File: config.mk
export PLATFORM = sky130hd
export DESIGN_NAME = pll_vote_hub
export DESIGN_NICKNAME = d
export VERILOG_FILES = /design/src/rtl/pll_vote_pkg.sv /design/src/rtl/pll_vote_intake.sv /design/src/rtl/pll_vote_arb.sv /design/src/rtl/pll_vote_timer.sv /design/src/rtl/pll_vote_hub.sv
export SDC_FILE = /design/constraint.sdc
export NUM_CORES = 1
export LEC_CHECK = 0
export CORE_MARGIN = 2
export CORE_UTILIZATION = 44
export CTS_BUF_LIST = sky130_fd_sc_hd__clkbuf_16
export CTS_CLUSTER_SIZE = 8
export DETAILED_ROUTE_END_ITERATION = 8
export PLACE_DENSITY_LB_ADDON = 0.1
export SETUP_SLACK_MARGIN = 0.2
export SLEW_MARGIN = 0
export SYNTH_ARGS = -nofsm -noshare
export SYNTH_HDL_FRONTEND = slang
export SYNTH_SLANG_ARGS = --single-unit
File: constraint.sdc
create_clock -name clk -period 3.55 [get_ports clk]
set_input_delay 0.71 -clock clk [delete_from_list [all_inputs] [get_ports clk]]
set_output_delay 0.71 -clock clk [all_outputs]
set_load 0.02 [all_outputs]
File: src/rtl/pll_vote_pkg.sv
// Shared types for the PLL vote aggregator.
// Assumes: nothing beyond IEEE 1800-2017.
package pll_vote_pkg;

    // Sequencer state: idle (arbitrating) or waiting for the PLL status.
    typedef enum logic [0:0] {
        SEQ_IDLE = 1'b0,
        SEQ_WAIT = 1'b1
    } seq_state_t;

    // Client class, decided by the client index.
    typedef enum logic [1:0] {
        CK_DIRECT = 2'd0,
        CK_PEER   = 2'd1,
        CK_SLEEP  = 2'd2
    } client_kind_t;

    // Class of client idx when n_direct plain voters come first.
    function automatic client_kind_t kind_of(input int idx, input int n_direct);
        if (idx < n_direct)
            return CK_DIRECT;
        else if (idx < n_direct + 2)
            return CK_PEER;
        else
            return CK_SLEEP;
    endfunction

endpackage

File: src/rtl/pll_vote_intake.sv
// Request intake: holds one pending request, with its on/off flag, per client.
// Assumes: a client pulses req only while it has nothing pending; a pulse
// that arrives while a request is pending is ignored. clr is one-hot or zero.
module pll_vote_intake #(
    parameter int NCLI = 6
) (
    input  logic            clk,
    input  logic            rst_n,
    input  logic [NCLI-1:0] req,
    input  logic [NCLI-1:0] req_on,
    input  logic [NCLI-1:0] clr,
    output logic [NCLI-1:0] pending,
    output logic [NCLI-1:0] want_on
);

    genvar gi;
    generate
        for (gi = 0; gi < NCLI; gi++) begin : g_slot
            // Capture a new request, or release the slot when it is served.
            always_ff @(posedge clk) begin
                if (!rst_n) begin
                    pending[gi] <= 1'b0;
                    want_on[gi] <= 1'b0;
                end else if (req[gi] && !pending[gi]) begin
                    pending[gi] <= 1'b1;
                    want_on[gi] <= req_on[gi];
                end else if (clr[gi]) begin
                    pending[gi] <= 1'b0;
                end
            end
        end
    endgenerate

endmodule

File: src/rtl/pll_vote_arb.sv
// Fixed-priority arbiter: picks the lowest-index pending client.
// Assumes: purely combinational; the caller registers the choice.
module pll_vote_arb #(
    parameter int NCLI  = 6,
    parameter int IDX_W = (NCLI > 1) ? $clog2(NCLI) : 1
) (
    input  logic [NCLI-1:0]  pending,
    output logic             any,
    output logic [IDX_W-1:0] grant_idx
);

    // Scan from the top down, so that the lowest pending index wins.
    always_comb begin
        grant_idx = '0;
        for (int i = NCLI - 1; i >= 0; i--) begin
            if (pending[i])
                grant_idx = IDX_W'(i);
        end
        any = |pending;
    end

endmodule

File: src/rtl/pll_vote_timer.sv
// Lock-wait timer: counts poll intervals of US_CYCLES clocks and flags the
// last cycle of the MAX_POLLS-th interval.
// Assumes: start clears the count; run is high on every wait cycle.
module pll_vote_timer #(
    parameter int US_CYCLES = 8,
    parameter int MAX_POLLS = 200
) (
    input  logic clk,
    input  logic rst_n,
    input  logic start,
    input  logic run,
    output logic expired
);

    localparam int SUB_W  = (US_CYCLES > 1) ? $clog2(US_CYCLES) : 1;
    localparam int POLL_W = (MAX_POLLS > 1) ? $clog2(MAX_POLLS) : 1;
    localparam logic [SUB_W-1:0]  SUB_LAST  = SUB_W'(US_CYCLES - 1);
    localparam logic [POLL_W-1:0] POLL_LAST = POLL_W'(MAX_POLLS - 1);

    logic [SUB_W-1:0]  sub_q;
    logic [POLL_W-1:0] poll_q;

    // Advance the in-interval count and the interval count while waiting.
    always_ff @(posedge clk) begin
        if (!rst_n || start) begin
            sub_q  <= '0;
            poll_q <= '0;
        end else if (run) begin
            if (sub_q == SUB_LAST) begin
                sub_q <= '0;
                if (poll_q != POLL_LAST)
                    poll_q <= poll_q + 1'b1;
            end else begin
                sub_q <= sub_q + 1'b1;
            end
        end
    end

    // Last wait cycle of the final poll interval.
    always_comb expired = run && (sub_q == SUB_LAST) && (poll_q == POLL_LAST);

endmodule

File: src/rtl/pll_vote_hub.sv
// Shared PLL vote aggregator: serialises client votes into one enable
// register, tracks the peer soft-vote word, waits for the PLL status and
// reports timeouts.
// Assumes: clients 0..N_DIRECT-1 are plain voters, N_DIRECT and N_DIRECT+1
// are the active-only and sleep-active peers, and N_DIRECT+2 is the sleep
// channel. Enable bits: plain voters, then the shared peer bit, then the
// sleep bit.
module pll_vote_hub #(
    parameter int N_DIRECT  = 3,
    parameter int US_CYCLES = 8,
    parameter int MAX_POLLS = 200
) (
    input  logic                  clk,
    input  logic                  rst_n,
    input  logic [N_DIRECT+1:0]   boot_en,
    input  logic [N_DIRECT+2:0]   req,
    input  logic [N_DIRECT+2:0]   req_on,
    input  logic                  pll_running,
    output logic [N_DIRECT+1:0]   pll_en,
    output logic [1:0]            peer_votes,
    output logic [N_DIRECT+2:0]   ack,
    output logic [N_DIRECT+2:0]   err
);
    import pll_vote_pkg::*;

    localparam int NCLI      = N_DIRECT + 3;
    localparam int EN_W      = N_DIRECT + 2;
    localparam int IDX_W     = $clog2(NCLI);
    localparam int PEER_BIT  = N_DIRECT;
    localparam int SLEEP_BIT = N_DIRECT + 1;
    localparam logic [IDX_W-1:0] PEER_B_IDX = IDX_W'(N_DIRECT + 1);

    logic [NCLI-1:0]  pending, want_on, clr;
    logic             any;
    logic [IDX_W-1:0] gidx;
    logic             tmr_start, tmr_run, expired;

    seq_state_t       state_q, state_d;
    logic [IDX_W-1:0] cur_q, cur_d;
    logic [EN_W-1:0]  en_q, en_d;
    logic [1:0]       soft_q, soft_d;
    logic [NCLI-1:0]  ack_q, ack_d, err_q, err_d;
    client_kind_t     gkind, ckind;
    logic             gpeer_b, cpeer_b;

    pll_vote_intake #(.NCLI(NCLI)) u_intake (
        .clk     (clk),
        .rst_n   (rst_n),
        .req     (req),
        .req_on  (req_on),
        .clr     (clr),
        .pending (pending),
        .want_on (want_on)
    );

    pll_vote_arb #(.NCLI(NCLI), .IDX_W(IDX_W)) u_arb (
        .pending   (pending),
        .any       (any),
        .grant_idx (gidx)
    );

    pll_vote_timer #(.US_CYCLES(US_CYCLES), .MAX_POLLS(MAX_POLLS)) u_timer (
        .clk     (clk),
        .rst_n   (rst_n),
        .start   (tmr_start),
        .run     (tmr_run),
        .expired (expired)
    );

    // Classify the granted client and the client being waited on.
    always_comb begin
        gkind   = kind_of(int'(gidx), N_DIRECT);
        ckind   = kind_of(int'(cur_q), N_DIRECT);
        gpeer_b = (gidx == PEER_B_IDX);
        cpeer_b = (cur_q == PEER_B_IDX);
        tmr_run = (state_q == SEQ_WAIT);
    end

    // Sequencer next state: one request is served at a time.
    always_comb begin
        state_d   = state_q;
        cur_d     = cur_q;
        en_d      = en_q;
        soft_d    = soft_q;
        ack_d     = '0;
        err_d     = '0;
        clr       = '0;
        tmr_start = 1'b0;
        case (state_q)
            SEQ_IDLE: begin
                if (any) begin
                    cur_d = gidx;
                    case (gkind)
                        CK_DIRECT: begin
                            en_d[gidx] = want_on[gidx];
                            if (want_on[gidx]) begin
                                state_d   = SEQ_WAIT;
                                tmr_start = 1'b1;
                            end else begin
                                ack_d[gidx] = 1'b1;
                                clr[gidx]   = 1'b1;
                            end
                        end
                        CK_PEER: begin
                            if (want_on[gidx]) begin
                                if (soft_q == 2'b00) begin
                                    en_d[PEER_BIT] = 1'b1;
                                    state_d        = SEQ_WAIT;
                                    tmr_start      = 1'b1;
                                end else begin
                                    soft_d[gpeer_b] = 1'b1;
                                    ack_d[gidx]     = 1'b1;
                                    clr[gidx]       = 1'b1;
                                end
                            end else begin
                                soft_d[gpeer_b] = 1'b0;
                                if (!soft_q[~gpeer_b])
                                    en_d[PEER_BIT] = 1'b0;
                                ack_d[gidx] = 1'b1;
                                clr[gidx]   = 1'b1;
                            end
                        end
                        default: begin
                            en_d[SLEEP_BIT] = ~want_on[gidx];
                            ack_d[gidx]     = 1'b1;
                            clr[gidx]       = 1'b1;
                        end
                    endcase
                end
            end
            SEQ_WAIT: begin
                if (pll_running) begin
                    ack_d[cur_q] = 1'b1;
                    clr[cur_q]   = 1'b1;
                    if (ckind == CK_PEER)
                        soft_d[cpeer_b] = 1'b1;
                    state_d = SEQ_IDLE;
                end else if (expired) begin
                    ack_d[cur_q] = 1'b1;
                    err_d[cur_q] = 1'b1;
                    clr[cur_q]   = 1'b1;
                    state_d      = SEQ_IDLE;
                end
            end
            default: state_d = SEQ_IDLE;
        endcase
    end

    // Sequencer registers; reset takes over the start-up vote image.
    always_ff @(posedge clk) begin
        if (!rst_n) begin
            state_q <= SEQ_IDLE;
            cur_q   <= '0;
            en_q    <= boot_en;
            soft_q  <= {2{boot_en[PEER_BIT]}};
            ack_q   <= '0;
            err_q   <= '0;
        end else begin
            state_q <= state_d;
            cur_q   <= cur_d;
            en_q    <= en_d;
            soft_q  <= soft_d;
            ack_q   <= ack_d;
            err_q   <= err_d;
        end
    end

    // Drive the outputs from their registers.
    always_comb begin
        pll_en     = en_q;
        peer_votes = soft_q;
        ack        = ack_q;
        err        = err_q;
    end

endmodule

======== Word level (Yosys, flattened, before mapping) ========
Index checks and enable logic that the tools add are counted.
operators by class
  add/subtract/negate cells ............... 2
  order comparisons ....................... 13
  bitwise gates (word level) .............. 8
  mux-type cells .......................... 70
  equality and inequality tests ........... 19
  reduce and logical (&&, ||, !) cells .... 36
operators by type and width
  kind                                                                                 count
  6-bit two-way mux                                                                    6
  1-bit two-way mux                                                                    29
  3-bit two-way mux                                                                    8
  6-bit case mux with 2 select lines                                                   2
  2-bit two-way mux                                                                    11
  5-bit two-way mux                                                                    3
  1-bit logical AND                                                                    12
  4-bit != test, second input constant                                                 3
  2-bit nonzero test                                                                   6
  5-bit AND reduction                                                                  2
  3-bit == test, second input constant                                                 3
  3-bit AND reduction                                                                  3
  8-bit by 1-bit adder with 8-bit output, second input constant                        1
  8-bit == test, second input constant                                                 1
  3-bit by 4-bit less-than comparator with 1-bit output, second input constant         2
  8-bit != test, second input constant                                                 1
  1-bit case mux with 2 select lines                                                   4
  1-bit zero test                                                                      7
  1-bit demux with 3-bit select                                                        2
  3-bit by 1-bit greater-or-equal comparator with 1-bit output, second input constant  2
  1-bit by 2-bit less-than comparator with 1-bit output, second input constant         3
  3-bit by 2-bit less-than comparator with 1-bit output, second input constant         2
  3-bit less-than comparator, second input constant                                    2
  3-bit by 2-bit != test with 1-bit output, second input constant                      2
  other kinds (20)                                                                     31
storage, ports and cells
  input bits .............................. 20
  bits in registers ....................... 46
  output and inout port bits .............. 19

======== Longest topological paths before layout ========
  depth after elaboration ................. 18
  gate-level depth with buffers ........... 7
  gate-level depth less buffers ........... 7

======== Hierarchy ========
Synthesis repeated with hierarchy kept, for this count alone.
second synthesis, totals
  cells, all modules ...................... 271
  area total of the unflattened synthesis .. 2422.3 sq um
by module, submodules not included
  module           times used  area each (sq um)  cells each
  pll_vote_hub     1           1296.2             145
  pll_vote_timer   1           576.8              66
  pll_vote_intake  1           496.7              50
  pll_vote_arb     1           52.6               10

======== Worst setup path before layout ========
Ideal clock, no wire load.
  path type ............................... flip-flop to flip-flop
  start ................................... reg with a tool-made name
  end ..................................... reg u_timer.poll_q[0]
  arrival ................................. 1.636 ns
  data required time ...................... 3.425 ns
  buffers on the path ..................... 0
  cell stages (with the launch flop) ...... 6
  path slack .............................. 1.788 ns
  cell sequence ........................... edfxtp_1 -> or2_2 -> o21ai_0 -> o41ai_4 -> o21ai_2 -> nor2_1
RTL lines
  item                    line                  text
  end signal: assignment  pll_vote_timer.sv:32  poll_q <= poll_q + 1'b1;
  end: declaration        pll_vote_timer.sv:21  logic [POLL_W-1:0] poll_q;

==> qor.txt <==
setup TNS - 0 ps
mapped cell area - 2230 sq um
Port Buffer Count - 38
crit path kind - reg2reg
Ports - 39
drt total wl - 4970 microns
Max Freq - 0.398 GHz
crit start category - flop
Final Core Density - 57.9%
hpwl dp - 3510 microns
Core ar. - 4820 sq um
Routability Congestion - 0.862
Max-Cap Viols - 0
largest net degree at the start of global routing - 29
Root Driver - clkbuf_16
register area share after synthesis - 44.4%
final net count - 304
dpl ws - 1100 ps
worst vdd ir - 273 uV
clk_lat worst skew - 280 ps
Hold Vio Cnt, Final - 0
share of layout cells above drive strength 1 - 7.09%
fin crit period - 2510 ps
Avg Inst Size Synth - 8.90 sq um
fin cells - 349
Seq cells post-synth - 46
fin. max-slew vios - 0
# diodes - 0
Worst Path Max Fanout - 14
Setup crit end kind - flop
clk slew on worst S/H paths - 60 ps
Worst Skew - 5.67 ps
initial antenna violation count - 0
Tightest Pin Transition - 1000 ps
Net Count, Synth - 274
row count - 25
pwr dens - 485 nW/um^2
yosys warns - 0
Pre-Repair DR Iteration Count - 4
die footprint - 5660 sq um
htree depth - 2
die height - 75.2 microns
Post-Syn Instances - 251
gr ovfl total - 0
vias in the first global route - 1745
ANT nets after route - 0
first-pass GRT wire length - 8270 microns
DR WL/cell - 14.2 microns
Max clock buf depth - 2
Final Setup Violations - 0
Pleak - 0.00101 uW
total track usage - 19.1%
PostCTS Resize Cnt - 0
CTS tree - done
routed vias/inst - 5.47
min-delay worst type - reg2reg
Vias - 1908
Max-slew headroom - 32.5%
cts bufs inserted - 5
status - complete, no violations
buffer count from post-CTS setup fixing - 0
Netlist cell types - 51
# hold bufs at CTS - 0
RSZ-0062 raised after global routing - false
Tot Pwr - 1350 uW
clk sink count - 46
Worst EP required - 3540 ps
Initial Utilization - 46.4%
Area Growth Syn to Fin - 25.0%
fin crit share - 70.8%
Critical Path AT - 2510 ps
Final Worst Setup Slack - 1040 ps
DR iter-0 viols - 120
Die Width - 75.2 microns
DRC Markers - 0
placed cells - 341
fill cell count - 442
worst max-delay path, cell delays in order, from the launching register on:
cell and delay (ps):
dfxtp_1 590, or3_1 310, a21oi_2 90, nor4_2 830
o2111ai_1 270, nand2_1 130
path summary, 6_finish.rpt:
path / slack, ps / to / cells after the start / start
hold reg to reg: 490 / u_timer.sub_q[0]$_SDFFE_PP0P_ / 1 / u_timer.sub_q[0]$_SDFFE_PP0P_
hold / removal: 490 / u_timer.sub_q[0]$_SDFFE_PP0P_ / 1 / u_timer.sub_q[0]$_SDFFE_PP0P_
setup reg to reg: 1040 / flop / 5 / u_intake.pending[1]$_SDFFE_PN0P_
setup / recovery: 1040 / flop / 5 / u_intake.pending[1]$_SDFFE_PN0P_
layer usage:
| layer | GRT usage [%] | vias up | wire length, microns |
|---|---|---|---|
| met5 | 0 | - | 0 |
| met4 | 5.46 | 0 | 50 |
| met3 | 4.82 | 4 | 263 |
| met2 | 30.3 | 53 | 2310 |
| met1 | 26.0 | 894 | 2340 |
| li1 | - | 957 | - |
registers in the layout, indices dropped and copies added, names as in the netlist, named ones only:
name / cells
u_timer.sub_q: 3
err: 6
u_timer.poll_q: 8
u_intake.pending: 6
pll_en: 5
cur_q: 3
state_q: 1
u_intake.want_on: 6
ack: 6
kinds of logic after synthesis:
group | after synthesis | synth area share (%)
AND/OR/NAND/NOR | 113 | 26.6
AO/OA/AOI/OAI | 51 | 16.4
flip-flops | 46 | 44.4
buffers and inverters | 24 | 4.99
multiplexers | 8 | 3.59
XOR/XNOR | 6 | 2.35
adder cells (fa/ha/maj) | 3 | 1.68
final cells by class:
class	instances	area, sq um	share of cell area (%)
multi-input cells	181	1130	40.5
flip-flops and latches	46	991	35.5
repair buffers	40	395	14.2
clock buffers	6	150	5.38
well taps	67	83.8	3.00
inverters	7	26.3	0.941
clock inverters	2	13.8	0.493
power breakdown:
group          switching [uW]  leakage, uW  internal, uW
registers                53.5     0.000390           567
logic                     129     0.000537           112
clock network             189    0.0000785           304
cells in the mapped netlist, drive strengths merged:
library cell	number	area share, %
dfxtp	39	35
nor2	36	6.1
nand2	19	3.2
o21ai	15	3.7
a21oi	13	3.2
nand3	10	2.2
buf	9	2.5
clkbuf	8	1.3
mux2i	8	3.6
nor3	8	1.8
edfxtp	7	9.4
nor2b	7	2.0
nor4	7	2.5
inv	6	1.0
and2	5	1.4
a31oi	4	1.1
a32o	4	1.8
nand4	4	1.1
xnor2	4	1.6
a22o	3	1.2
ha	3	1.7
nand2b	3	0.84
nand3b	3	1.0
nor3b	2	0.67
o211ai	2	0.67
o41ai	2	1.6
or3b	2	0.78
xor2	2	0.78
a311o	1	0.45
a41o	1	0.45
a41oi	1	0.39
and3	1	0.50
and4b	1	0.45
clkinv	1	0.17
nand4bb	1	0.50
nor4b	1	0.67
o2111ai	1	0.39
o21a	1	0.34
o22ai	1	0.28
o2bb2ai	1	0.39
o32ai	1	0.39
or2	1	0.28
or3	1	0.28
or4	1	0.34
per-stage QoR:
step | instance area [sq um] | hold slack [ps]
5_1_grt | 2790 | 506
6_report | 2790 | 487
4_1_cts | 2790 | 492
3_3_place_gp | 2630 | 473
3_5_place_dp | 2630 | 482
2_1_floorplan | 2230 | 452
placed cells by master (no fill, tap or decap), types with 2 or more instances in the layout:
master / instances
nor2b_1: 7
xnor2_1: 4
dfxtp_1: 39
and2_1: 5
a32o_1: 4
mux2i_1: 8
o211ai_1: 2
o21ai_2: 2
edfxtp_1: 7
clkdlybuf4s50_1: 38
nand3b_1: 3
ha_1: 3
nand2_1: 19
nor2_1: 36
buf_4: 2
a21oi_2: 2
o21ai_0: 13
nor4_2: 2
a31oi_1: 4
clkbuf_16: 6
nand3_1: 10
xor2_1: 2
nor3_1: 8
inv_1: 6
nand2b_1: 3
a21oi_1: 11
nand4_1: 4
nor4_1: 5
nor3b_1: 2
a22o_1: 3
or3b_1: 2
(Power assumes the default switching activity.)
